[src/rtl/wdt_keyed_pkg.sv]
package wdt_keyed_pkg;
  localparam int REG_W = 8;
  localparam logic [REG_W-1:0] KEY_LEAD  = 8'h5A;
  localparam logic [REG_W-1:0] KEY_TRAIL = 8'hA5;
endpackage

[src/rtl/wdt_key_seq.sv]
module wdt_key_seq
  import wdt_keyed_pkg::*;
(
  input  logic             clk,
  input  logic             rst_n,
  input  logic             wr_en_i,
  input  logic             wr_byte_i,
  input  logic [REG_W-1:0] wr_data_i,
  input  logic             hold_i,
  input  logic             ovf_i,
  input  logic             take_i,
  output logic             ptr_o,
  output logic             pend_o
);
  logic ptr_q, ptr_d, arm_q, arm_d, pend_q, pend_d, wr_ok;

  assign wr_ok = wr_en_i & wr_byte_i & ~hold_i;

  always_comb begin
    ptr_d  = ptr_q;
    arm_d  = arm_q;
    pend_d = pend_q;
    if (take_i) pend_d = 1'b0;
    if (ovf_i) begin
      ptr_d = 1'b0;
      arm_d = 1'b0;
    end else if (wr_ok) begin
      ptr_d = ~ptr_q;
      if (!ptr_q) begin
        arm_d = (wr_data_i == KEY_LEAD);
      end else begin
        if (arm_q && (wr_data_i == KEY_TRAIL)) pend_d = 1'b1;
        arm_d = 1'b0;
      end
    end
  end

  always_ff @(posedge clk or negedge rst_n) begin
    if (!rst_n) begin
      ptr_q  <= 1'b0;
      arm_q  <= 1'b0;
      pend_q <= 1'b0;
    end else begin
      ptr_q  <= ptr_d;
      arm_q  <= arm_d;
      pend_q <= pend_d;
    end
  end

  assign ptr_o  = ptr_q;
  assign pend_o = pend_q;

  AST_PTR_TOGGLE: assert property (@(posedge clk) disable iff (!rst_n)
    (wr_en_i && wr_byte_i && !hold_i && !ovf_i) |=> (ptr_q != $past(ptr_q)));
  AST_WIDE_IGNORED: assert property (@(posedge clk) disable iff (!rst_n)
    (wr_en_i && !wr_byte_i && !ovf_i) |=> $stable(ptr_q));
  AST_HOLD_PTR_ZERO: assert property (@(posedge clk) disable iff (!rst_n)
    hold_i |-> !ptr_q);
endmodule

[src/rtl/wdt_count.sv]
module wdt_count #(
  parameter int CNT_W = 16
) (
  input  logic clk,
  input  logic rst_n,
  input  logic tick_i,
  input  logic hold_i,
  input  logic clr_i,
  output logic ovf_o
);
  localparam logic [CNT_W-1:0] CNT_MAX = {CNT_W{1'b1}};
  logic [CNT_W-1:0] cnt_q, cnt_d;

  assign ovf_o = tick_i & ~hold_i & ~clr_i & (cnt_q == CNT_MAX);

  always_comb begin
    cnt_d = cnt_q;
    if (clr_i) cnt_d = '0;
    else if (tick_i && !hold_i) cnt_d = cnt_q + 1'b1;
  end

  always_ff @(posedge clk or negedge rst_n) begin
    if (!rst_n) cnt_q <= '0;
    else        cnt_q <= cnt_d;
  end

  AST_CNT_STEP: assert property (@(posedge clk) disable iff (!rst_n)
    (tick_i && !hold_i && !clr_i) |=> (cnt_q == $past(cnt_q) + 1'b1));
  AST_HOLD_FROZEN: assert property (@(posedge clk) disable iff (!rst_n)
    (hold_i && !clr_i) |=> $stable(cnt_q));
endmodule

[src/rtl/wdt_ovf_ctl.sv]
module wdt_ovf_ctl (
  input  logic clk,
  input  logic rst_n,
  input  logic ovf_i,
  input  logic clr_i,
  input  logic fall_i,
  output logic irq_o,
  output logic rst_req_o,
  output logic hold_o
);
  logic first_q, first_d, hold_q, hold_d, irq_q, irq_d, req_q, req_d;

  always_comb begin
    first_d = first_q;
    hold_d  = hold_q;
    irq_d   = ovf_i & ~first_q;
    req_d   = ovf_i & first_q;
    if (clr_i)      first_d = 1'b0;
    else if (ovf_i) first_d = 1'b1;
    if (ovf_i && !first_q) hold_d = 1'b1;
    else if (fall_i)       hold_d = 1'b0;
  end

  always_ff @(posedge clk or negedge rst_n) begin
    if (!rst_n) begin
      first_q <= 1'b0;
      hold_q  <= 1'b0;
      irq_q   <= 1'b0;
      req_q   <= 1'b0;
    end else begin
      first_q <= first_d;
      hold_q  <= hold_d;
      irq_q   <= irq_d;
      req_q   <= req_d;
    end
  end

  assign irq_o     = irq_q;
  assign rst_req_o = req_q;
  assign hold_o    = hold_q;

  AST_IRQ_PULSE: assert property (@(posedge clk) disable iff (!rst_n)
    irq_q |=> !irq_q);
  AST_SECOND_WRAP: assert property (@(posedge clk) disable iff (!rst_n)
    (ovf_i && first_q) |=> (req_q && !irq_q));
  AST_EVENT_EXCL: assert property (@(posedge clk) disable iff (!rst_n)
    $onehot0({irq_q, req_q}));
  AST_REARM: assert property (@(posedge clk) disable iff (!rst_n)
    clr_i |=> !first_q);
endmodule

[src/rtl/wdt_keyed.sv]
module wdt_keyed
  import wdt_keyed_pkg::*;
#(
  parameter int CNT_W = 16
) (
  input  logic             clk,
  input  logic             rst_n,
  input  logic             ls_rise_i,
  input  logic             ls_fall_i,
  input  logic             wr_en_i,
  input  logic             wr_byte_i,
  input  logic [REG_W-1:0] wr_data_i,
  input  logic             rd_en_i,
  output logic [REG_W-1:0] rd_data_o,
  output logic             irq_o,
  output logic             rst_req_o,
  output logic             hold_o
);
  logic ptr, pend, take, ovf, hold;

  assign take = pend & ls_rise_i;

  wdt_key_seq u_key (
    .clk, .rst_n, .wr_en_i, .wr_byte_i, .wr_data_i,
    .hold_i(hold), .ovf_i(ovf), .take_i(take),
    .ptr_o(ptr), .pend_o(pend)
  );

  wdt_count #(.CNT_W(CNT_W)) u_cnt (
    .clk, .rst_n, .tick_i(ls_rise_i), .hold_i(hold), .clr_i(take), .ovf_o(ovf)
  );

  wdt_ovf_ctl u_ctl (
    .clk, .rst_n, .ovf_i(ovf), .clr_i(take), .fall_i(ls_fall_i),
    .irq_o, .rst_req_o, .hold_o(hold)
  );

  assign hold_o    = hold;
  assign rd_data_o = rd_en_i ? {{(REG_W-1){1'b0}}, ptr} : '0;

  AST_WRAP_PTR_CLR: assert property (@(posedge clk) disable iff (!rst_n)
    ovf |=> !ptr);
endmodule

[config.mk]
export PLATFORM = sky130hd
export DESIGN_NAME = wdt_keyed
export DESIGN_NICKNAME = d
export VERILOG_FILES = /design/src/rtl/wdt_keyed_pkg.sv /design/src/rtl/wdt_key_seq.sv /design/src/rtl/wdt_count.sv /design/src/rtl/wdt_ovf_ctl.sv /design/src/rtl/wdt_keyed.sv
export SDC_FILE = /design/constraint.sdc
export NUM_CORES = 1
export LEC_CHECK = 0
export CORE_MARGIN = 2
export CORE_UTILIZATION = 45
export CTS_CLUSTER_SIZE = 25
export DETAILED_ROUTE_END_ITERATION = 16
export PLACE_DENSITY = 0.73
export RECOVER_POWER = 25
export SETUP_SLACK_MARGIN = 0.05
export SLEW_MARGIN = 20
export SYNTH_ARGS = -nofsm -noshare
export SYNTH_HDL_FRONTEND = slang
export SYNTH_SLANG_ARGS = --single-unit
[constraint.sdc]
create_clock -name clk -period 2 [get_ports clk]
set_input_delay 0.2 -clock clk [delete_from_list [all_inputs] [get_ports clk]]
set_output_delay 0.2 -clock clk [all_outputs]
set_load 0.05 [all_outputs]
=== Word-level counts from Yosys, hierarchy flattened ===
Index checks and enable logic that the tools add are counted.

* Add/sub/neg operators: 1
* Multipliers: 0
* Divide/modulo/power cells: 0
* Magnitude comparators: 0
* Equal/unequal tests: 3
* Shifts and indexed selects: 0
* Muxes and demuxes: 17
* Bitwise gates (word level): 12
* Reductions and logical operators: 9

{| class="wikitable"
|+ Operator list
! cell !! number
|-
| $mux W16 || 2
|-
| $add A16 B1 Y16 const B || 1
|-
| $eq A16 B16 Y1 const B || 1
|-
| $mux W1 || 15
|-
| $and A1 B1 Y1 || 8
|-
| $eq A8 B7 Y1 const B || 1
|-
| $eq A8 B8 Y1 const B || 1
|-
| $reduce_bool A2 Y1 || 4
|-
| $not A1 Y1 || 4
|-
| $logic_and A1 B1 Y1 || 3
|-
| $logic_not A1 Y1 || 2
|}

* Flip-flop bits (word level): 23
* Latch bits: 0
* Memory bits (writable): 0
* Memory bits (read-only): 0
* Input port bits: 15
* Memories kept: 0

=== Depth between registers and ports, before layout ===
* Depth after elaboration: 6
* Gate-level depth with buffers: 6
* Mapped depth without buffers: 5

=== Modules after synthesis ===
From an unflattened synthesis, not the netlist that was laid out.

* Cell total of the unflattened synthesis: 121
* Area total of the unflattened synthesis: 1234.9 µm²

{| class="wikitable"
|+ Modules (own cells, without submodules)
! module !! times used !! cells each !! area each (µm²)
|-
| wdt_count || 1 || 83 || 835.8
|-
| wdt_key_seq || 1 || 18 || 190.2
|-
| wdt_ovf_ctl || 1 || 10 || 140.1
|-
| wdt_keyed || 1 || 10 || 68.8
|}

=== Least setup slack after synthesis ===
No wires, ideal clock.

* Path type: register to register
* From: register u_ctl.hold_q, in the netlist u_ctl.hold_o
* To: register u_cnt.cnt_q[15]
* Library setup time: 0.119 ns
* Arrival time: 2.010 ns
* Required time: 1.881 ns
* Setup slack: -0.129 ns
* Stages on the path, launching flop included: 6
* Clock period less this slack: 2.129 ns
* Path through: dfrtp_1 -> nand2b_1 -> or4_1 -> clkbuf_1 -> o31a_2 -> o21a_1

* Cells in the longest elaborated chain, start to end: 3

{| class="wikitable"
|+ RTL lines
! element !! line !! source
|-
| start, declared || wdt_ovf_ctl.sv:11 || <nowiki>logic first_q, first_d, hold_q, hold_d, irq_q, irq_d, req_q, req_d;</nowiki>
|-
| start signal, assigned || wdt_ovf_ctl.sv:32 || <nowiki>hold_q <= hold_d;</nowiki>
|-
| $logic_not A1 Y1 || wdt_count.sv:19 || <nowiki>else if (tick_i && !hold_i) cnt_d = cnt_q + 1'b1;</nowiki>
|-
| $logic_and A1 B1 Y1 || wdt_count.sv:19 ||
|-
| $reduce_bool A2 Y1 (no line) || -- ||
|-
| end signal, assigned || wdt_count.sv:24 || <nowiki>else cnt_q <= cnt_d;</nowiki>
|-
| end, declared || wdt_count.sv:12 || <nowiki>logic [CNT_W-1:0] cnt_q, cnt_d;</nowiki>
|}

Every way passes these cells.
A chain may end at the register's enable or synchronous reset.

=== Worst setup path in the final report ===
Ends and elaborated chain as after synthesis.

==> key figures <==
Run status
  • Outcome: finished clean

Global route
  • GRT Util Overall: 0.186
  • Pin count of the biggest net entering global routing: 24
  • First-pass GRT wire length: between 4000 and 5000 um
  • Initial antenna violation count: 0
  • Number of global-route vias before repair: 1,000
  • Overflow after GRT: 0

Pwr
  • Sequential fraction of design power: 0.546
  • Clock share of power: 0.195
  • P_int: around 0.75 mW
  • Power Density: about 750 nW/um^2
  • Worst VDD drop: 0.000529 V
  • Sw frac: 0.340
  • Tot Pwr: about 1.1 mW
  • Comb power frac: 0.260
  • Switching power total: 0.388 mW
  • Lkg Pwr: 0.647 nW

Synthesis
  • Register area share after synthesis: 0.469
  • Synth top area share: 0.469
  • Synthesis Warnings: 0
  • Mapped cell area: 1230 um^2
  • Seq cells post-synth: 23
  • Most frequent cells after synthesis: dfrtp_1, nor2_1, a21oi_1, nand2_1, buf_4
  • Synth unique cells: 38
  • Count leader, synth: dfrtp_1
  • Syn Area/Cell: slightly below 10 um^2
  • Synth async-reset ratio: 1.00
  • Most used DFF post-synth: dfrtp_1
  • Post-synth EDFFs: 0
  • Biggest area consumer among synthesized cells: dfrtp_1
  • Largest cells by area after synthesis: dfrtp_1, buf_4, xnor2_1, nor2_1, a21oi_1
  • Synth Instances: 127

Clock network
  • CTS root buf: clkbuf_4
  • CTS sink count: 23
  • CTS tree: done
  • Clk_lat worst skew: 310 ps
  • Post-CTS Setup Inserts: 0
  • CTS clock-pin slew for the worst setup and hold paths: between 100 and 150 ps
  • CTS Buffer Depth: 2
  • Number of CTS-inserted buffers: 3
  • H-tree depth: 1

Finish
  • Final nets: 170
  • Share of layout cells above drive strength 1: 0.137
  • Fill count: 227
  • Synthesis-to-layout area growth: 23.6%
  • Finished Cell Area: 1520 um^2
  • Antenna Cells: 0

Routing
  • Vias/cell: 5.47
  • Detailed Route Iter0 Violations: 22
  • WL final: 2620 um
  • DRC Markers: 0
  • Routed len/inst: 14.3 um
  • Routed Antenna Nets: 0
  • DR pass1 iterations: 4
  • Vias: around 1,000

Placement
  • IO Port Bufs: 18
  • Post-detail-place hpwl: 1970 um
  • RD Place Congestion: 0.799
  • Placed instance area: 1470 um^2

Timing
  • RSZ-0062 raised after global routing: no
  • Worst-Margin Slew: 1230 ps
  • Final setup violation count: 0
  • Max Clk Rate: 536 MHz
  • Fin crit share: 0.933
  • Max-slew headroom: 0.180
  • Crit path time final: 1870 ps
  • Final Max Slew Viols: 0
  • Final hold violations: 0
  • Hold Worst Slack: 471 ps
  • Total negative slack: 0 ps
  • Setup Skew: 2.05 ps

Critical path
  • Critical path peak fanout: 9
  • Crit-path cells: nand2b_4, or4_1, o31a_2, o21a_1
  • Cell type of the slowest stage on the worst timing path: or4_1
  • Max incr delay on CP: 630 ps
  • Kind of critical path: register to register
  • CP Launch Type: register
  • Crit path capture type: register
  • Critical path arrival: roughly 2100 ps
  • CP required: 2220 ps

Floorplanning
  • DIE HEIGHT: 56.2 um
  • Initial Utilization: 0.486
  • Die W: 56.2 um
  • Placeable Area: around 2500 um^2
  • Std cell rows: 18
  • Die area: 3160 um^2
  • Total I/O pin count: 26

Run
  • Max-Cap Viols: 0

Hold path
  • Worst min path class: input pin to register
through the flow:
| step | std cells | utilization | worst slack (ps) |
|---|---|---|---|
| 6_report | 183 | 0.601 | 134 |
| 5_1_grt | 183 | 0.601 | 60.2 |
| 4_1_cts | 183 | 0.593 | 63.8 |
| 3_5_place_dp | 179 | 0.583 | -73.2 |
| 3_3_place_gp | 179 | 0.583 | -32.2 |
| 2_1_floorplan | 133 | - | 59.0 |
kinds of logic (layout without fill, tap and decap cells):
kind of cell / after synthesis / count (layout) / share of synthesized area
adder cells (fa/ha/maj): 1 / 1 / 0.0102
buffers and inverters: 15 / 35 / 0.0694
other: 1 / 7 / 0.00306
flip-flops: 23 / 23 / 0.469
AO/OA/AOI/OAI: 24 / 24 / 0.124
AND/OR/NAND/NOR: 56 / 56 / 0.273
XOR/XNOR: 7 / 7 / 0.0500
path summary, 6_finish.rpt:
path	startpoint	to	slack [ps]	cells after the start
setup / recovery	u_ctl.hold_o	u_cnt.cnt_q[15]	130	4
hold / removal	ls_fall_i	u_ctl.hold_o	470	3
setup reg to reg	u_ctl.hold_o	u_cnt.cnt_q[15]	130	4
hold reg to reg	u_ctl.first_q	u_ctl.irq_o	500	1
max in group asynchronous	rst_n	u_ctl.hold_o	540	2
min in group asynchronous	rst_n	u_key.ptr_o	650	2
sequential cells by signal, summed over array words and instances, names as in the netlist:
register,cells
u_cnt.cnt_q,16
u_ctl.first_q,1
u_ctl.hold_o,1
u_ctl.irq_o,1
u_ctl.rst_req_o,1
u_key.arm_q,1
u_key.pend_o,1
u_key.ptr_o,1
critical path: cells and delay by family, from the launching register on:
family,cells,cell delay (ps)
AOI/OAI and AO/OA,2,500
and+or+nand+nor,2,790
DFF,1,480
power groups by stage:
stage | Combinational [mW] | Sequential, mW | Clock, mW
finish | 0.296 | 0.622 | 0.222
global route | 0.334 | 0.638 | 0.244
CTS | 0.291 | 0.617 | 0.230
detailed placement | 0.290 | 0.627 | 0
global placement | 0.279 | 0.622 | 0
floorplan | 0.205 | 0.609 | 0
layer usage:
metal / GRT usage / routed length [um] / vias to the layer above
met5: 0 / 0 / -
met4: 0.0782 / 32 / 0
met3: 0.0372 / 73 / 4
met2: 0.311 / 1320 / 18
met1: 0.232 / 1190 / 481
li1: - / - / 498
final cells by class:
type                    count  area (um^2)  share of cell area
multi-input cells          95          618               0.408
flip-flops and latches     23          577               0.381
repair buffers             27          241               0.159
well taps                  30         37.5              0.0248
clock buffers               4         26.3              0.0173
inverters                   4         15.0             0.00991
what timing repair did:
action	CTS	global route
resized for setup	0	4
setup endpoints to repair	0	7
hold buffers	0	0
placed cells by master (no fill, tap or decap), types with 2 or more instances in the layout:
master and instances:
nor4_1 5, inv_1 4, xor2_1 2, a21oi_1 8
nand3_1 4, nor2b_1 2, nand2b_1 2, o21ai_0 5
clkdlybuf4s50_1 16, xnor2_1 5, nor3_1 2, clkbuf_1 2
o21a_1 2, nor2_1 11, and2_1 3, nand4b_1 2
nand2_1 8, clkbuf_4 3, or3_1 4, o22ai_1 2
dfrtp_1 22, a21o_1 2, nor4bb_1 2, conb_1 7
nand4_1 2, buf_4 9
(Power assumes the default switching activity.)
